==> src/rtl/cmr_pkg.sv <==
package cmr_pkg;
  localparam int unsigned OFS_W = 12;
  localparam logic [OFS_W-1:0] OFS_GEOM         = 12'h000;
  localparam logic [OFS_W-1:0] OFS_WAYEN        = 12'h008;
  localparam logic [OFS_W-1:0] OFS_INJ          = 12'h040;
  localparam logic [OFS_W-1:0] OFS_FLUSH_FULL   = 12'h200;
  localparam logic [OFS_W-1:0] OFS_FLUSH_SHIFT  = 12'h240;
  localparam int unsigned INJ_SEL_BIT = 16;
  localparam logic [31:0] INJ_LO_LIMIT = 32'h0000_00FF;
  localparam logic [31:0] INJ_HI_BASE  = 32'h0001_0000;
  localparam logic [31:0] INJ_HI_LIMIT = 32'h0001_00FF;

  typedef struct packed {
    logic wayWr;
    logic injWr;
    logic flushWr;
    logic flushShifted;
  } cmrStrobe_t;
endpackage

==> src/rtl/cmr_ctrl.sv <==
module cmr_ctrl
  import cmr_pkg::*;
#(
  parameter int unsigned DATA_W = 64
) (
  input  logic              wrValid,
  input  logic [OFS_W-1:0]  wrAddr,
  input  logic [DATA_W-1:0] wrData,
  input  logic              flushBusy,
  output logic              wrReady,
  output cmrStrobe_t        strobe
);
  logic isFlushOfs;
  logic accept;
  logic injInRange;
  logic [31:0] injLo;

  assign isFlushOfs = (wrAddr == OFS_FLUSH_FULL) || (wrAddr == OFS_FLUSH_SHIFT);
  assign wrReady    = !(isFlushOfs && flushBusy);
  assign accept     = wrValid && wrReady;

  assign injLo      = wrData[31:0];
  assign injInRange = (wrData[DATA_W-1:32] == '0) &&
                      ((injLo < INJ_LO_LIMIT) ||
                       ((injLo >= INJ_HI_BASE) && (injLo < INJ_HI_LIMIT)));

  always_comb begin
    strobe              = '0;
    strobe.wayWr        = accept && (wrAddr == OFS_WAYEN);
    strobe.injWr        = accept && (wrAddr == OFS_INJ) && injInRange;
    strobe.flushWr      = accept && isFlushOfs;
    strobe.flushShifted = (wrAddr == OFS_FLUSH_SHIFT);
  end
endmodule

==> src/rtl/cmr_datapath.sv <==
module cmr_datapath
  import cmr_pkg::*;
#(
  parameter int unsigned DATA_W       = 64,
  parameter int unsigned BANKS        = 4,
  parameter int unsigned WAYS         = 16,
  parameter int unsigned LOG2_SETS    = 10,
  parameter int unsigned LINE_BYTES   = 64,
  parameter int unsigned NARROW_SHIFT = 4
) (
  input  logic              clk,
  input  logic              rstN,
  input  cmrStrobe_t        strobe,
  input  logic [DATA_W-1:0] wrData,
  input  logic [OFS_W-1:0]  rdAddr,
  output logic [DATA_W-1:0] rdData,
  input  logic              flushAck,
  output logic              flushReq,
  output logic [DATA_W-1:0] flushAddr,
  output logic              injValid,
  output logic [7:0]        injBit,
  output logic              injSel,
  output logic [7:0]        wayEn
);
  localparam int unsigned LINE_LSB = $clog2(LINE_BYTES);
  localparam logic [7:0]  WAY_MAX  = 8'(WAYS - 1);
  localparam logic [DATA_W-1:0] LINE_MASK = ~(DATA_W'(LINE_BYTES - 1));
  localparam logic [31:0] GEOM_WORD =
    {8'(LINE_LSB), 8'(LOG2_SETS), 8'(WAYS), 8'(BANKS)};

  logic [7:0]        wayCand;
  logic [DATA_W-1:0] rebuilt;
  logic [DATA_W-1:0] lineAddr;

  assign wayCand  = (wrData[7:0] > WAY_MAX) ? WAY_MAX : wrData[7:0];
  assign rebuilt  = strobe.flushShifted ? (DATA_W'(wrData[31:0]) << NARROW_SHIFT) : wrData;
  assign lineAddr = rebuilt & LINE_MASK;

  always_ff @(posedge clk) begin
    if (!rstN) begin
      wayEn     <= '0;
      flushReq  <= 1'b0;
      flushAddr <= '0;
      injValid  <= 1'b0;
      injBit    <= '0;
      injSel    <= 1'b0;
    end else begin
      injValid <= strobe.injWr;
      if (strobe.injWr) begin
        injBit <= wrData[7:0];
        injSel <= wrData[INJ_SEL_BIT];
      end
      if (strobe.wayWr && (wayCand > wayEn)) wayEn <= wayCand;
      if (strobe.flushWr) begin
        flushReq  <= 1'b1;
        flushAddr <= lineAddr;
      end else if (flushReq && flushAck) begin
        flushReq <= 1'b0;
      end
    end
  end

  always_comb begin
    rdData = '0;
    case (rdAddr)
      OFS_GEOM:  rdData = DATA_W'(GEOM_WORD);
      OFS_WAYEN: rdData = DATA_W'(wayEn);
      default:   rdData = '0;
    endcase
  end
endmodule

==> src/rtl/cache_maint_regs.sv <==
module cache_maint_regs
  import cmr_pkg::*;
#(
  parameter int unsigned DATA_W       = 64,
  parameter int unsigned BANKS        = 4,
  parameter int unsigned WAYS         = 16,
  parameter int unsigned LOG2_SETS    = 10,
  parameter int unsigned LINE_BYTES   = 64,
  parameter int unsigned NARROW_SHIFT = 4
) (
  input  logic              clk,
  input  logic              rstN,
  input  logic              regWrValid,
  output logic              regWrReady,
  input  logic              regWrWide,
  input  logic [11:0]       regWrAddr,
  input  logic [DATA_W-1:0] regWrData,
  input  logic [11:0]       regRdAddr,
  output logic [DATA_W-1:0] regRdData,
  output logic              flushReq,
  output logic [DATA_W-1:0] flushAddr,
  input  logic              flushAck,
  output logic              injValid,
  output logic [7:0]        injBit,
  output logic              injSel
);
  cmrStrobe_t        strobe;
  logic [DATA_W-1:0] wrEff;
  logic [7:0]        wayEn;

  assign wrEff = regWrWide ? regWrData : {{(DATA_W-32){1'b0}}, regWrData[31:0]};

  cmr_ctrl #(.DATA_W(DATA_W)) u_ctrl (
    .wrValid   (regWrValid),
    .wrAddr    (regWrAddr),
    .wrData    (wrEff),
    .flushBusy (flushReq),
    .wrReady   (regWrReady),
    .strobe    (strobe)
  );

  cmr_datapath #(
    .DATA_W(DATA_W), .BANKS(BANKS), .WAYS(WAYS), .LOG2_SETS(LOG2_SETS),
    .LINE_BYTES(LINE_BYTES), .NARROW_SHIFT(NARROW_SHIFT)
  ) u_dp (
    .clk       (clk),
    .rstN      (rstN),
    .strobe    (strobe),
    .wrData    (wrEff),
    .rdAddr    (regRdAddr),
    .rdData    (regRdData),
    .flushAck  (flushAck),
    .flushReq  (flushReq),
    .flushAddr (flushAddr),
    .injValid  (injValid),
    .injBit    (injBit),
    .injSel    (injSel),
    .wayEn     (wayEn)
  );
endmodule

==> config.mk <==
export PLATFORM = sky130hd
export DESIGN_NAME = cache_maint_regs
export DESIGN_NICKNAME = d
export VERILOG_FILES = /design/src/rtl/cmr_pkg.sv /design/src/rtl/cmr_ctrl.sv /design/src/rtl/cmr_datapath.sv /design/src/rtl/cache_maint_regs.sv
export SDC_FILE = /design/constraint.sdc
export NUM_CORES = 1
export LEC_CHECK = 0
export CAP_MARGIN = 5
export CORE_UTILIZATION = 39
export CTS_BUF_LIST = sky130_fd_sc_hd__clkbuf_4
export DETAILED_ROUTE_END_ITERATION = 6
export GPL_TIMING_DRIVEN = 0
export HOLD_SLACK_MARGIN = 0.12
export PLACE_DENSITY_LB_ADDON = 0.25
export SLEW_MARGIN = 20
export SYNTH_ARGS = -nofsm -noshare
export SYNTH_HDL_FRONTEND = slang
export SYNTH_SLANG_ARGS = --single-unit
==> constraint.sdc <==
create_clock -name clk -period 3.4 [get_ports clk]
set_input_delay 0.68 -clock clk [delete_from_list [all_inputs] [get_ports clk]]
set_output_delay 0.68 -clock clk [all_outputs]
set_load 0.01 [all_outputs]
* After elaboration in Yosys (flattened, before gate mapping) *
Cells that the tools add are included.
W data, S select, Z words.

operators by class
  magnitude comparators = 5
  muxes and demuxes = 6
  equality and inequality tests = 5
  reductions and logical operators = 16

operators with widths
  cell                    number
  $mux W64                2
  $pmux W27 S2            1
  $ge A32 B17 Y1 const B  1
  $logic_not A32 Y1       1
  $lt A32 B17 Y1 const B  1
  $lt A32 B8 Y1 const B   1
  $eq A12 B10 Y1 const B  2
  $eq A12 B4 Y1 const B   2
  $eq A12 B7 Y1 const B   1
  $logic_not A12 Y1       1
  $logic_and A1 B1 Y1     10
  $gt A8 B4 Y1 const B    1
  $gt A8 B8 Y1            1
  $mux W8                 1
  $logic_or A1 B1 Y1      2
  $mux W1                 2
  $reduce_bool A2 Y1      1
  $logic_not A1 Y1        1

storage, ports and cells
  input bits = 93
  output and inout port bits = 140
  register bits after elaboration = 77
  logic and storage cells = 38

* Depth between registers and ports, before layout *
Gate-level depths: netlist of the first run.

  depth in word-level cells = 7
  gate-level depth with buffers = 8
  mapped depth without buffers = 8

* Cells and area by module *
A second synthesis of the first run with hierarchy kept.

unflattened totals
  cell total of the unflattened synthesis = 495
  area, all modules = 4,396.7 sq um

modules (own cells, without submodules)
  module            sequential area each (sq um)  times used  cells an instance  area each (sq um)
  cmr_datapath      1,541.5                       1           426                3,920.0
  cache_maint_regs  0.0                           1           35                 255.2
  cmr_ctrl          0.0                           1           34                 221.5

* Least setup slack after synthesis of the first run *
No wires, ideal clock.

  kind = input -> register
  start = in regWrData[7]
  end = reg u_dp.wayEn[0]
  buffers on the path = 0
  library setup time = 0.139 ns
  arrival = 2.617 ns
  required time = 3.261 ns
  slack = 0.644 ns
  stages = 8
  cells stage by stage = nor4_1 -> nand2b_1 -> ha_1 -> nand2_1 -> o21bai_1 -> a211o_1 -> a211oi_2 -> a211oi_1

on the way
  longest elaborated chain between the ends = 5

ends and longest elaborated chain
  what                       RTL line                RTL
  start, declared            cache_maint_regs.sv:17  input logic [DATA_W-1:0] regWrData,
  $mux W64                   cache_maint_regs.sv:31  assign wrEff = regWrWide ? regWrData : {{(DATA_W-32){1'b0}}, regWrData[31:0]};
  $gt A8 B4 Y1               cmr_datapath.sv:35      assign wayCand = (wrData[7:0] > WAY_MAX) ? WAY_MAX : wrData[7:0];
  $mux W8                    cmr_datapath.sv:35
  named net u_dp.wayCand[3]  cmr_datapath.sv:31      logic [7:0] wayCand;
  $gt A8 B8 Y1               cmr_datapath.sv:53      if (strobe.wayWr && (wayCand > wayEn)) wayEn <= wayCand;
  $logic_and A1 B1 Y1        cmr_datapath.sv:53
  end signal, assigned       cmr_datapath.sv:53
  end, declared              cmr_datapath.sv:23      output logic [7:0] wayEn

The timed path passes the listed nets, and every way through them passes these cells.
A chain may end at the register's enable or synchronous reset.

* Worst setup path in the final report of the first run *
  start = in regRdAddr[1]
  end = out regRdData[26]

on the way
  longest elaborated chain between the ends = 2
  elaborated cells between the ends (all ways) = 3
  those cells by class = 1 x eq/ne; 1 x mux; 1 x reduce/logical

ends and longest elaborated chain
  what                                                RTL line                RTL
  start, declared                                     cache_maint_regs.sv:18  input logic [11:0] regRdAddr,
  $eq A12 B4 Y1 or $logic_not A12 Y1 (tied branches)  cmr_datapath.sv:65      case (rdAddr)
  $pmux W27 S2 *                                      cmr_datapath.sv:65
  end, declared                                       cache_maint_regs.sv:19  output logic [DATA_W-1:0] regRdData,

Every way passes the cells marked *; elsewhere a longest branch is shown, timed or not.

==> impl_metrics.json, run 1 <==
{
  "status": "complete, no violations",
  "die_w_microns": 103.4,
  "yosys_register_bits": 77,
  "power.leakage_nw": 2.620,
  "core_area_sq_um": 9864,
  "slew_headroom_pct": 52.26,
  "gp_congestion": 0.8982,
  "path_common_cell": "clkdlybuf4s50_1",
  "drive_gt1_share_pct": 13.25,
  "path_delay_family": "buffers and inverters",
  "critPathKind": "in -> out",
  "cp_max_fo": 9,
  "numClockSinks": 77,
  "top_usage_layer": "met2",
  "synth-edff-count": 0,
  "grt_pass1_wl_mm": 19.27,
  "clk_path_buf_depth": 2,
  "pre_cts_slack_ps": -317.0,
  "rows": 36,
  "gr-total-overflow": 0,
  "cts_buffers": 9,
  "vias_per_cell": 4.948,
  "internal-power_mw": 1.434,
  "combPwrFrac_pct": 15.3,
  "syn_area_sq_um": 4010,
  "diodes": 0,
  "num_vias": 4280,
  "routed_wl_mm": 12.92,
  "syn_avg_cell_area_sq_um": 8.337,
  "hold_ws_ps": 461.8,
  "track_usage_pct": 23.71,
  "worst_slew_pin_slew_ps": 716.1,
  "use_met2_pct": 41.37,
  "min-delay-start": "u_dp.flushAddr[37]",
  "grt_antenna_before_repair": 0,
  "synth_top_area_share_pct": 38.44,
  "fin_crit_ps": 3253,
  "seq_power_share_pct": 48.0,
  "clk_pin_slew_ps": 100,
  "slew_violations": 0,
  "fin_nets": 828,
  "max_freq_mhz": 307.4,
  "grt_max_degree": 13,
  "rr_startpoint": "u_dp.wayEn[3]",
  "synth_area_leaders": "dfxtp_1 (38%), buf_4 (12%), a21oi_1 (8.1%), mux2i_1 (6.2%), nand3_1 (5.7%)",
  "power_density_nw_per_um2": 295.4,
  "setup_viol": 0,
  "ys_top_cells_by_count": "dfxtp_1 (77), a21oi_1 (65), buf_4 (62)",
  "yosys.cell_count.top_type": "dfxtp_1",
  "fin_ws_ps": 147.4,
  "post_synth_num_cell_types": 42,
  "switching_share_pct": 23.70,
  "period_share_pct": 95.67,
  "path_cells": "clkdlybuf4s50_1 -> nor4_1 -> nand3_2 -> nor2_2 -> buf_4 -> clkdlybuf4s50_1",
  "p_switching_mw": 0.4456,
  "cts_hold_buffers": 0,
  "vdd_drop_max_v": 0.0002772,
  "cp-startpoint": "regRdAddr[1]",
  "numPortBuffers": 175,
  "io_pins": 233,
  "postPlaceCellArea_sq_um": 6153,
  "hold_viol_final": 0,
  "cpPeakStageDelay_ps": 530,
  "dr.pass1.iters": 4,
  "path_buf_inv": 3,
  "postRouteAntennaNets": 0,
  "cp.required_ps": 2720,
  "yosysWarnings": 0,
  "cts-root-buf": "clkbuf_4",
  "synth-seq-area-share_pct": 38.44,
  "drt_iter0_drc": 136,
  "fin_skew_ps": 12.20,
  "cts_tree": "done",
  "start_util_pct": 40.65,
  "drv_cap": 0,
  "synthCells": 481,
  "clk_latency_ps": 410,
  "async_reset_ff_share_pct": 0,
  "drc": 0,
  "die-height_microns": 103.4,
  "cp.arrival_ps": 2570,
  "synthFlopType": "dfxtp_1",
  "fin_tns_setup_ps": 0,
  "hpwl_mm": 10.40,
  "grtUsageMet3_pct": 6.788,
  "worstSetupEndpointType": "output pin",
  "avgRoutedWirePerCell_microns": 14.94,
  "p_clk_share_pct": 36.7,
  "fillers": 869,
  "synth_area_leader_cell": "dfxtp_1",
  "finalInstanceArea_sq_um": 6365,
  "grt_pass1_vias": 3947,
  "hold_class": "reg -> reg",
  "met1_usage_pct": 27.65,
  "start_kind": "primary input",
  "fp.dieArea_sq_um": 10690,
  "htreeDepth": 3,
  "area_growth_pct": 58.72,
  "crit_slowest_cell": "clkdlybuf4s50_1",
  "reg2reg_slack_ps": 1270
}
-- metal layers --
layer	wire length [microns]	up-vias
met1	5138	1929
li1	-	2096
met3	1207	30
met4	344	0
met5	0	-
met2	6230	225
-- per-stage QoR --
step	power, mW	utilization, %	std cells
2_1_floorplan	1.049	-	541
3_3_place_gp	1.196	62.38	849
3_5_place_dp	1.199	62.38	849
4_1_cts	1.880	64.17	865
5_1_grt	1.955	64.52	865
6_report	1.880	64.52	865
-- kinds of logic after synthesis --
logic type / synth area share (%)
other cells: 0.09351
flops: 38.44
buf+inv: 15.54
fa+ha+maj: 2.496
simple gates: 19.69
mux: 6.240
compound gates: 17.50
-- layout by cell type, fill, tap and decap left out, drive strengths merged --
master and instances:
clkbuf 26, and4 1, bufinv 3, nor3 15, buf 72, o21ai 40
mux2i 25, inv 10, a21o 1, o211a 3, a211oi 4, nand2b 5
and3b 1, nor4b 1, nor2 6, conb 61, o21bai 1, nor2b 5
ha 8, o311ai 1, and2 1, nor4 17, a21oi 65, nand2 36
clkdlybuf4s50 175, a2111o 3, o21a 1, nand4 7, a211o 1, or4 2
nand3b 1, dfxtp 77, a31oi 5, nand3 46, o22ai 1, and3 1
clkinv 4
-- final timing paths --
check | to | depth (start not counted)
hold / removal | u_dp.flushAddr[37] | 2
setup / recovery | regRdData[26] | 6
setup reg to reg | u_dp.wayEn[0] | 7
hold reg to reg | u_dp.flushAddr[37] | 2
-- registers in the layout, indices dropped and copies added (netlist names) --
register        cells
u_dp.injBit         8
u_dp.injSel         1
u_dp.flushAddr     58
u_dp.injValid       1
u_dp.wayEn          8
u_dp.flushReq       1
-- worst reg2reg max path, stage by stage, from the launching register on --
cell and delay [ps]:
dfxtp_1 350, inv_1 80, ha_1 300, nand2_1 90, o21bai_1 190, a211o_1 400
a211oi_4 460, a211oi_1 150
-- cell type report --
class / instances / area, sq um / area share (%)
clock inverter: 6 / 101.3 / 1.592
multi-input combinational: 365 / 2106 / 33.08
tap: 133 / 166.4 / 2.615
buffer: 88 / 581.8 / 9.141
timing repair buffer: 175 / 1752 / 27.52
inverter: 11 / 41.29 / 0.6487
clock buffer: 10 / 75.07 / 1.179
sequential: 77 / 1541 / 24.22
-- what timing repair did --
action	CTS	global route
setup endpoints to repair	0	14
gates resized for setup	0	6
setup buffers	0	0
-- power by group through the flow --
stage / sequential (mW) / clock [mW] / combinational (mW)
after floorplan: 0.922 / 0 / 0.127
after global placement: 0.922 / 0 / 0.274
after detailed placement: 0.922 / 0 / 0.277
after CTS: 0.902 / 0.700 / 0.278
after global routing: 0.903 / 0.740 / 0.313
final: 0.902 / 0.691 / 0.287
(Power assumes the default switching activity.)
==> run 2, diff against run 1 <==
CORE_UTILIZATION = 41   (was 39)
CTS_CLUSTER_SIZE = 8   (was default)
SYNTH_HIERARCHICAL = 1   (was default)
==> run 2 against run 1 <==
Critical path depth stayed put. Non-clock buffer count is 3 higher. Wire length is 0.78% lower. Total power is 1.3% higher. Combinational power is 3% higher. Global-route usage is 0.46 points lower. Design area is 5.7% higher. Fmax is 0.58% lower. Via count is 3.3% lower. Cell count is 2.0% higher. Clock power is 2% higher. Synthesized cell count is 2.9% higher. Critical endpoint is now regWrReady. Largest power group unchanged.
==> impl_metrics.json, run 2 <==
{
  "status": "complete, no violations",
  "worstSetupEndpointType": "output pin",
  "cts_buffers": 9,
  "syn_area_sq_um": 4397,
  "power_density_nw_per_um2": 283.1,
  "hold_class": "reg -> reg",
  "rr_startpoint": "u_dp/flushReq",
  "grt_max_degree": 13,
  "yosysWarnings": 6,
  "timing.rr.end": "u_dp/flushAddr[28]",
  "cp.arrival_ps": 2590,
  "vdd_drop_max_v": 0.0002103,
  "clk_path_buf_depth": 2,
  "area_growth_pct": 52.96,
  "clk_pin_slew_ps": 120,
  "drc": 0,
  "fin_skew_ps": 14.14,
  "cp-startpoint": "regWrAddr[7]",
  "num_vias": 4138,
  "cts_tree": "done",
  "ys_top_cells_by_count": "dfxtp_1 (77), nor2b_1 (66), buf_4 (61)",
  "slew_headroom_pct": 65.08,
  "cp_max_fo": 3,
  "fin_crit_ps": 3272,
  "fin_nets": 842,
  "start_kind": "primary input",
  "synthCells": 495,
  "drv_cap": 0,
  "cts-root-buf": "clkbuf_4",
  "track_usage_pct": 23.25,
  "fillers": 895,
  "synth-edff-count": 0,
  "critPathKind": "in -> out",
  "hold_viol_final": 0,
  "max_freq_mhz": 305.7,
  "final_common_cell": "clkdlybuf4s50_1",
  "fp.dieArea_sq_um": 11140,
  "dr.pass1.iters": 4,
  "diodes": 0,
  "placed_cells": 865,
  "drive_gt1_share_pct": 17.83,
  "hold_ws_ps": 478.0,
  "post_synth_num_cell_types": 42,
  "grt_pass1_wl_mm": 20.30,
  "htreeDepth": 3,
  "routed_wl_mm": 12.82,
  "die-height_microns": 105.6,
  "cts_hold_buffers": 0,
  "final_cell_mix": "clkdlybuf4s50_1 (174), dfxtp_1 (77), nor2b_1 (66)",
  "largest_reg_flops": 58,
  "power.leakage_nw": 2.884,
  "syn_avg_cell_area_sq_um": 8.882,
  "setup_viol": 0,
  "largest-register": "u_dp/flushAddr",
  "numClockSinks": 77,
  "reg2reg_depth": 6,
  "yosys_register_bits": 77,
  "vias_per_cell": 4.692,
  "start_util_pct": 42.40,
  "final_cells": 882,
  "async_reset_ff_share_pct": 0,
  "hpwl_mm": 10.22,
  "synth_area_leader_cell": "dfxtp_1",
  "fin_util_pct": 64.85,
  "gp_congestion": 0.8242,
  "synth-seq-area-share_pct": 35.06,
  "rows": 37,
  "synthFlopType": "dfxtp_1",
  "crit_path_end": "regWrReady",
  "worst_slew_pin_slew_ps": 522.6,
  "numPortBuffers": 174,
  "largest_registers": "u_dp/flushAddr: 58 flops, u_dp/injBit: 8 flops, u_dp/wayEn: 8 flops",
  "period_share_pct": 96.23,
  "postRouteAntennaNets": 0,
  "cp.required_ps": 2720,
  "die_w_microns": 105.6,
  "reg2reg_slack_ps": 1550,
  "clk_latency_ps": 430,
  "slew_violations": 0,
  "synth_area_leaders": "dfxtp_1 (35%), buf_4 (10%), mux2i_1 (9.6%), nor2b_1 (9.4%), o211a_1 (6.8%)",
  "io_pins": 233,
  "rsz0062_at_grt": "false",
  "drt_iter0_drc": 144,
  "yosys.cell_count.top_type": "dfxtp_1",
  "finalInstanceArea_sq_um": 6725,
  "finalPower_mw": 1.904,
  "gr-total-overflow": 0,
  "grt_pass1_vias": 4081,
  "postPlaceCellArea_sq_um": 6534,
  "avgRoutedWirePerCell_microns": 14.53,
  "synth_top_area_share_pct": 35.06,
  "grt_antenna_before_repair": 0,
  "core_area_sq_um": 10370
}
run 2: cell types whose count changed in the layout (fill, tap and decap cells not counted), sizes merged, moves of 5 or more:
cell    change
o21ai      -37
mux2i      +17
nand2       +5
and2       +34
a31oi       -5
nand2b      -5
buf         +5
nor3        -5
o211a      +27
a21oi      -35
nand3      -44
nor2b      +61
run 2: per-layer routing:
metal | vias to the layer above | GRT usage, % | wire length (microns)
met5 | - | 0 | 0
met4 | 0 | 8.135 | 234
met3 | 17 | 6.617 | 914
met2 | 162 | 41.49 | 6336
met1 | 1888 | 26.39 | 5333
li1 | 2071 | - | -
run 2: stage by stage:
| step | setup TNS [ps] | setup WS, ps |
|---|---|---|
| 2_1_floorplan | 0 | 774.4 |
| 3_3_place_gp | -1457 | -170.8 |
| 3_5_place_dp | -2020 | -230.5 |
| 4_1_cts | 0 | 31.71 |
| 5_1_grt | 0 | 7.415 |
| 6_report | 0 | 128.3 |
run 2: cells by family after synthesis:
group	synth area share [%]
AO/OA/AOI/OAI	11.95
other	0.08529
buffers and inverters	14.23
multiplexers	9.562
flip-flops	35.06
AND/OR/NAND/NOR	26.84
adder cells (fa/ha/maj)	2.277
run 2: cell type report:
class / count / area (sq um) / share of cell area (%)
Multi-Input combinational cell: 377 / 2457 / 36.54
Timing Repair Buffer: 175 / 1749 / 26.01
Sequential cell: 77 / 1541 / 22.92
Buffer: 91 / 588.1 / 8.744
Tap cell: 136 / 170.2 / 2.530
Clock inverter: 5 / 98.84 / 1.470
Clock buffer: 11 / 82.58 / 1.228
Inverter: 10 / 37.54 / 0.5581
run 2: worst max-delay path: stages:
cell and delay (ps):
clkdlybuf4s50_1 420, nor4_1 300, nand3_1 140, nor3b_1 400, nand2_1 150, clkdlybuf4s50_1 500
run 2: power breakdown:
part / switching, mW / internal, mW / total (mW) / leakage (nW)
clock network: 0.320 / 0.386 / 0.706 / 0.0985
registers: 0.0000987 / 0.902 / 0.902 / 0.620
logic: 0.121 / 0.175 / 0.296 / 2.17
run 2: worst min-delay path by stage:
stage | cells after the start | slack, ps | to | start
2_1_floorplan | 2 | 440 | u_dp/wayEn[1] | u_dp/wayEn[1]
3_3_place_gp | 2 | 450 | u_dp/wayEn[2] | u_dp/wayEn[2]
3_5_place_dp | 2 | 460 | u_dp/wayEn[3] | u_dp/wayEn[3]
4_1_cts | 2 | 480 | u_dp/wayEn[3] | u_dp/wayEn[3]
5_1_grt | 2 | 500 | u_dp/wayEn[1] | u_dp/wayEn[1]
6_report | 2 | 480 | u_dp/wayEn[1] | u_dp/wayEn[1]
run 2: timing repair:
item	4_1_cts	5_1_grt
gates resized for setup	1	0
buffers inserted	0	1
pin swaps	0	1
setup endpoints to repair	4	13
==> run 3, diff against run 2 <==
ABC_CLOCK_PERIOD_IN_PS = 3400   (was default)
==> results of run 3 <==
The final DEF is identical to that of run 2; final timing and power are the same.
